$ cat config.mk
export PLATFORM = sky130hd
export DESIGN_NAME = alm_cmp_top
export DESIGN_NICKNAME = d
export VERILOG_FILES = /design/src/rtl/alm_cmp_pkg.sv /design/src/rtl/alm_regfile.sv /design/src/rtl/alm_match.sv /design/src/rtl/alm_flag_ctrl.sv /design/src/rtl/alm_cmp_top.sv
export SDC_FILE = /design/constraint.sdc
export NUM_CORES = 1
export LEC_CHECK = 0
export BUFFER_PORTS_ARGS = -buffer_cell sky130_fd_sc_hd__clkbuf_2
export CAP_MARGIN = 20
export CORE_ASPECT_RATIO = 1.5
export CORE_MARGIN = 5
export CORE_UTILIZATION = 45
export CTS_BUF_LIST = sky130_fd_sc_hd__clkbuf_4 sky130_fd_sc_hd__clkbuf_8 sky130_fd_sc_hd__clkbuf_16
export DETAILED_ROUTE_END_ITERATION = 10
export GPL_ROUTABILITY_DRIVEN = 0
export GPL_TIMING_DRIVEN = 0
export PLACE_DENSITY_LB_ADDON = 0.2
export SYNTH_ARGS = -nofsm -noshare
export SYNTH_HDL_FRONTEND = slang
export SYNTH_SLANG_ARGS = --single-unit
$ cat constraint.sdc
create_clock -name clk -period 1.76 [get_ports clk]
set_clock_uncertainty 0.1 [all_clocks]
set_input_delay 0 -clock clk [delete_from_list [all_inputs] [get_ports clk]]
set_output_delay 0 -clock clk [all_outputs]
set_load 0.005 [all_outputs]
$ cat src/rtl/alm_cmp_pkg.sv
package alm_cmp_pkg;

    localparam int N_FIELDS = 6;
    localparam int BCD_W    = 7;
    localparam int BYTE_W   = 8;

    // one alarm byte: compare enable in the top bit, BCD value below it
    typedef struct packed {
        logic             en;
        logic [BCD_W-1:0] val;
    } alm_field_t;

    // field order is the bus order of the alarm bytes
    typedef enum logic [2:0] {
        FLD_SEC  = 3'd0,
        FLD_MIN  = 3'd1,
        FLD_HOUR = 3'd2,
        FLD_WDAY = 3'd3,
        FLD_MDAY = 3'd4,
        FLD_MON  = 3'd5
    } fld_idx_e;

    typedef struct packed {
        logic flag;
        logic ie;
    } alm_ctrl_t;

    function automatic logic fld_hit(alm_field_t a, logic [BCD_W-1:0] cur);
        return (!a.en) || (a.val == cur);
    endfunction

endpackage

$ cat src/rtl/alm_regfile.sv
module alm_regfile
    import alm_cmp_pkg::*;
#(
    parameter int ADDR_W     = 4,
    parameter int ALARM_BASE = 8
) (
    input  logic                          clk,
    input  logic                          rst,
    input  logic                          wr_en,
    input  logic [ADDR_W-1:0]             addr,
    input  logic [BYTE_W-1:0]             wdata,
    output alm_field_t [N_FIELDS-1:0]     fields
);

    for (genvar i = 0; i < N_FIELDS; i++) begin : g_fld
        localparam logic [ADDR_W-1:0] FLD_ADDR = ADDR_W'(ALARM_BASE + i);
        alm_field_t q;
        always_ff @(posedge clk) begin
            if (rst) begin
                q <= '0;
            end else if (wr_en && (addr == FLD_ADDR)) begin
                q <= alm_field_t'(wdata);
            end
        end
        assign fields[i] = q;
    end

endmodule

$ cat src/rtl/alm_match.sv
module alm_match
    import alm_cmp_pkg::*;
(
    input  alm_field_t [N_FIELDS-1:0]              fields,
    input  logic       [N_FIELDS-1:0][BCD_W-1:0]   cur,
    output logic                                   match,
    output logic                                   any_en
);

    logic [N_FIELDS-1:0] hit;
    logic [N_FIELDS-1:0] en_vec;

    for (genvar i = 0; i < N_FIELDS; i++) begin : g_cmp
        assign hit[i]    = fld_hit(fields[i], cur[i]);
        assign en_vec[i] = fields[i].en;
    end

    always_comb begin
        any_en = |en_vec;
        match  = any_en && (&hit);
    end

endmodule

$ cat src/rtl/alm_flag_ctrl.sv
module alm_flag_ctrl
    import alm_cmp_pkg::*;
(
    input  logic      clk,
    input  logic      rst,
    input  logic      match,
    input  logic      ctrl_wr,
    input  logic      flag_wbit,
    input  logic      ie_wbit,
    output alm_ctrl_t ctrl,
    output logic      irq
);

    logic match_q;
    logic set_pulse;
    logic clr_req;

    always_comb begin
        set_pulse = match && !match_q;
        clr_req   = ctrl_wr && !flag_wbit;
    end

    always_ff @(posedge clk) begin
        if (rst) begin
            match_q   <= 1'b0;
            ctrl.flag <= 1'b0;
            ctrl.ie   <= 1'b0;
        end else begin
            match_q <= match;
            if (set_pulse) begin
                ctrl.flag <= 1'b1;
            end else if (clr_req) begin
                ctrl.flag <= 1'b0;
            end
            if (ctrl_wr) begin
                ctrl.ie <= ie_wbit;
            end
        end
    end

    assign irq = ctrl.flag && ctrl.ie;

    // a new match wins over a clear on the same edge
    a_r8_set_wins: assert property (@(posedge clk) disable iff (rst)
        set_pulse |=> ctrl.flag);

    // one set per match episode
    a_r6_single_set: assert property (@(posedge clk) disable iff (rst)
        set_pulse |=> !set_pulse);

    // flag holds without a clear
    a_r7_flag_hold: assert property (@(posedge clk) disable iff (rst)
        (ctrl.flag && !clr_req) |=> ctrl.flag);

    // a control write with bit 0 high and no match start leaves a clear flag clear
    a_r7_no_sw_set: assert property (@(posedge clk) disable iff (rst)
        (!ctrl.flag && !set_pulse) |=> !ctrl.flag);

endmodule

$ cat src/rtl/alm_cmp_top.sv
module alm_cmp_top
    import alm_cmp_pkg::*;
#(
    parameter int ADDR_W     = 4,
    parameter int ALARM_BASE = 8,
    parameter int CTRL_ADDR  = 14,
    parameter int FLAG_BIT   = 0,
    parameter int IE_BIT     = 3
) (
    input  logic              clk,
    input  logic              rst,
    input  logic [6:0]        tm_sec,
    input  logic [6:0]        tm_min,
    input  logic [6:0]        tm_hour,
    input  logic [6:0]        tm_wday,
    input  logic [6:0]        tm_mday,
    input  logic [6:0]        tm_mon,
    input  logic              bus_wr,
    input  logic [ADDR_W-1:0] bus_addr,
    input  logic [7:0]        bus_wdata,
    output logic [7:0]        bus_rdata,
    output logic              alarm_flag,
    output logic              alarm_ie,
    output logic              alarm_irq
);

    localparam logic [ADDR_W-1:0] CTRL_A = ADDR_W'(CTRL_ADDR);
    localparam logic [ADDR_W-1:0] BASE_A = ADDR_W'(ALARM_BASE);
    localparam logic [ADDR_W-1:0] LAST_A = ADDR_W'(ALARM_BASE + N_FIELDS - 1);

    alm_field_t [N_FIELDS-1:0]            fields;
    logic       [N_FIELDS-1:0][BCD_W-1:0] cur;
    logic                                 match;
    logic                                 any_en;
    logic                                 ctrl_wr;
    alm_ctrl_t                            ctrl;
    logic       [ADDR_W-1:0]              fld_off;

    always_comb begin
        cur[FLD_SEC]  = tm_sec;
        cur[FLD_MIN]  = tm_min;
        cur[FLD_HOUR] = tm_hour;
        cur[FLD_WDAY] = tm_wday;
        cur[FLD_MDAY] = tm_mday;
        cur[FLD_MON]  = tm_mon;
    end

    assign ctrl_wr = bus_wr && (bus_addr == CTRL_A);

    alm_regfile #(
        .ADDR_W     (ADDR_W),
        .ALARM_BASE (ALARM_BASE)
    ) u_regs (
        .clk    (clk),
        .rst    (rst),
        .wr_en  (bus_wr),
        .addr   (bus_addr),
        .wdata  (bus_wdata),
        .fields (fields)
    );

    alm_match u_match (
        .fields (fields),
        .cur    (cur),
        .match  (match),
        .any_en (any_en)
    );

    alm_flag_ctrl u_flag (
        .clk       (clk),
        .rst       (rst),
        .match     (match),
        .ctrl_wr   (ctrl_wr),
        .flag_wbit (bus_wdata[FLAG_BIT]),
        .ie_wbit   (bus_wdata[IE_BIT]),
        .ctrl      (ctrl),
        .irq       (alarm_irq)
    );

    assign alarm_flag = ctrl.flag;
    assign alarm_ie   = ctrl.ie;

    // combinational read mux
    always_comb begin
        fld_off   = bus_addr - BASE_A;
        bus_rdata = '0;
        if (bus_addr == CTRL_A) begin
            bus_rdata[FLAG_BIT] = ctrl.flag;
            bus_rdata[IE_BIT]   = ctrl.ie;
        end else if (bus_addr >= BASE_A && bus_addr <= LAST_A) begin
            bus_rdata = fields[fld_off[2:0]];
        end
    end

    // with no field enabled the compare never hits
    a_r5_empty_no_match: assert property (@(posedge clk) disable iff (rst)
        !any_en |-> !match);

    // the interrupt needs both the flag and the enable
    a_r9_irq_gated: assert property (@(posedge clk) disable iff (rst)
        alarm_irq |-> (alarm_flag && alarm_ie));

    // state is clear on the cycle after reset
    a_r1_reset_clear: assert property (@(posedge clk)
        $past(rst) |-> (!alarm_flag && !alarm_ie));

endmodule

==> results.py <==
metrics = {
    "die": {
        "dieArea_mm2": 0.00797,
        "ios": 68,
        "chipWidth_um": 74.6,
        "start_util": 0.459,
        "rows": 35,
        "core_mm2": 0.00613,
        "die_h_um": 107,
    },
    "power_and_ir_drop": {
        "intPower_uw": 1600,
        "combPwrFrac": 0.145,
        "leakage_uw": 0.00145,
        "peakVddDrop_mv": 0.471,
        "pwr-share-clk": 0.314,
        "switching_power_uw": 598,
        "pwr_density_cell_mw_per_mm2": 640,
        "swShare": 0.273,
        "p_seq_frac": 0.540,
        "power.total_uw": 2200,
    },
    "clock_tree": {
        "clock_latency_ns": 0.31,
        "clk_path_buf_depth": 2,
        "cts_sinks": 51,
        "cts_setup_buffers": 0,
        "cts_root_buf": "clkbuf_8",
        "cts_tree": "done",
        "h-tree-depth": 2,
        "cts_buffers": 5,
        "worst_setup_hold_path_clk_slew_ns": 0.10,
    },
    "layout": {
        "areaGrowthSynthToFinish_pct": 21.9,
        "layout-drive-gt1-share": 0.268,
        "antenna_cells": 0,
        "nets": 421,
    },
    "synthesis": {
        "yosysTopAreaCell": "dfxtp_1",
        "synth-compound-area-share": 0.0467,
        "synthMuxAreaShare": 0.270,
        "syn_avg_cell_area_um2": 9.91,
        "ys_warn_count": 0,
        "synthesis.area_mm2": 0.00281,
        "yosys.area.top_type_share": 0.363,
        "synth_fp_nets": 341,
        "ys.flop_type": "dfxtp_1",
        "ys_seq_elements": 51,
        "synth_edf_count": 0,
        "synthArstFlopShare": 0,
        "synthSimpleGateAreaFrac": 0.152,
        "yosys-top-cells-count": "mux2i_1 (58), nor2_1 (52), dfxtp_1 (51)",
        "synthAdderAreaFrac": 0,
        "synth.distinct_cells": 28,
        "synth_top_family_by_area": "multiplexers",
        "synthTopCellsByArea": "dfxtp_1 (36%), mux2i_1 (21%), xnor2_1 (7.5%)",
        "synth_most_common_cell": "mux2i_1",
        "synth_xor_xnor_area_share": 0.131,
        "seq_area_frac_synth": 0.363,
        "postSynthCellCount": 284,
    },
    "timing": {
        "slew_headroom": 0.565,
        "hold_viol": 0,
        "post-route-min-period_ns": 1.66,
        "slew_viol_final": 0,
        "fin_crit_sh": 0.941,
        "setup-violations-final": 0,
        "tightest_slew_ns": 0.651,
        "final.setup.tns_ns": 0,
        "fmax_ghz": 0.604,
        "grt_setup_unrepaired": "false",
    },
    "placed_design": {
        "hpwl_um": 6030,
        "portBuffers": 65,
    },
    "worst_setup_path": {
        "worstSetupStartpointType": "flop",
        "startpoint": "u_regs.fields[25]",
        "worstPathArrival_ns": 1.56,
        "end_kind": "output port",
        "reg2reg_from": "u_regs.fields[29]",
        "required_ns": 1.66,
        "worstSetupPathType": "flop to output port",
        "crit_fanout": 3,
    },
    "route": {
        "antenna_left": 0,
        "drt-initial-drc-count": 122,
        "drc": 0,
        "viasPerCell": 5.27,
        "wire_per_inst_um": 17.5,
        "totalWireLength_um": 7670,
        "drtPass1Iterations": 4,
        "via_count": 2314,
    },
    "worst_hold_path": {
        "hold_start": "bus_wr",
        "hold_path_class": "primary input to flop",
    },
    "global_routing": {
        "antenna_found_initial": 0,
        "globalRouteOverflowTotal": 0,
        "grt_pass1_vias": 2421,
        "grt_pass1_wl_um": 12300,
        "grt_max_degree": 17,
        "track_usage": 0.205,
    },
    "run_status": {
        "status": "finished, final reports clean",
    },
    "flow_run": {
        "cap_violations": 0,
    },
}
cell usage in the layout (no fill, tap or decap), drive strengths merged, types with 3 or more instances in the layout:
cell type	count
nor2b	3
inv	7
xnor2	24
dfxtp	51
nand3	3
o21ai	3
o22ai	6
o41ai	6
dlygate4sd3	8
mux2i	58
nand4	7
nor3	3
clkbuf	76
xor2	18
buf	8
nor2	52
mux4	8
nand2	5
and2	7
sequential cells by signal, summed over array words and instances, names as in the netlist:
register and cells:
u_flag.ctrl 2, u_flag.match_q 1, u_regs.fields 48
worst paths after layout:
check             cells after the start             end  slack, ns
hold reg to reg                       1  u_flag.ctrl[1]       0.33
hold / removal                        5  u_flag.ctrl[0]       0.05
setup / recovery                      5    bus_rdata[1]       0.10
setup reg to reg                      5  u_flag.ctrl[1]       0.14
metal layers:
layer  share of wire  track usage  up-vias
li1                -            -     1143
met3           0.057       0.0328        6
met4           0.011       0.0598        0
met5               0            0        -
met2            0.55        0.374       72
met1            0.39        0.239     1093
layout make-up:
class | instances | area [um2]
Buffer | 14 | 78.8
Clock inverter | 3 | 20.0
Sequential cell | 51 | 1020
Tap cell | 74 | 92.6
Inverter | 7 | 26.3
Clock buffer | 5 | 68.8
Multi-Input combinational cell | 212 | 1720
Fill cell | 582 | 2700
Timing Repair Buffer | 73 | 405
what timing repair did:
action	CTS	global route
gates resized for setup	0	4
endpoints found under the hold margin	45	0
endpoints found under the setup margin	0	1
hold buffers	8	0
worst max-delay path, cell delays in order (launching register included):
cell and delay, ns:
dfxtp_1 0.35, mux4_2 0.49, inv_1 0.08, o22ai_1 0.06
and2_1 0.17, clkbuf_2 0.11
per-stage QoR:
step	util	std cells	cell area (um2)	worst slack, ns	hold WS, ns
3_3_place_gp	0.527	423	3230	0.0670	0.247
4_1_cts	0.555	439	3400	0.0171	0.0457
6_report	0.560	439	3430	0.104	0.0519
2_1_floorplan	-	284	2810	0.433	0.0360
5_1_grt	0.560	439	3430	0.0178	0.0722
3_5_place_dp	0.527	423	3230	0.0799	0.259
kinds of logic (layout without fill, tap and decap cells):
family / Yosys count / in the layout
compound gates: 19 / 19
xor+xnor: 42 / 42
buf+inv: 21 / 102
flops: 51 / 51
mux: 66 / 66
simple gates: 85 / 85
power by group through the flow:
stage	sequential [uW]	combinational, uW	clock, uW
2_1_floorplan	1210	163	0
3_3_place_gp	1210	301	0
3_5_place_dp	1210	304	0
4_1_cts	1190	319	690
5_1_grt	1190	349	744
6_report	1190	319	690
Note: power is estimated with default switching activity, not from simulation.
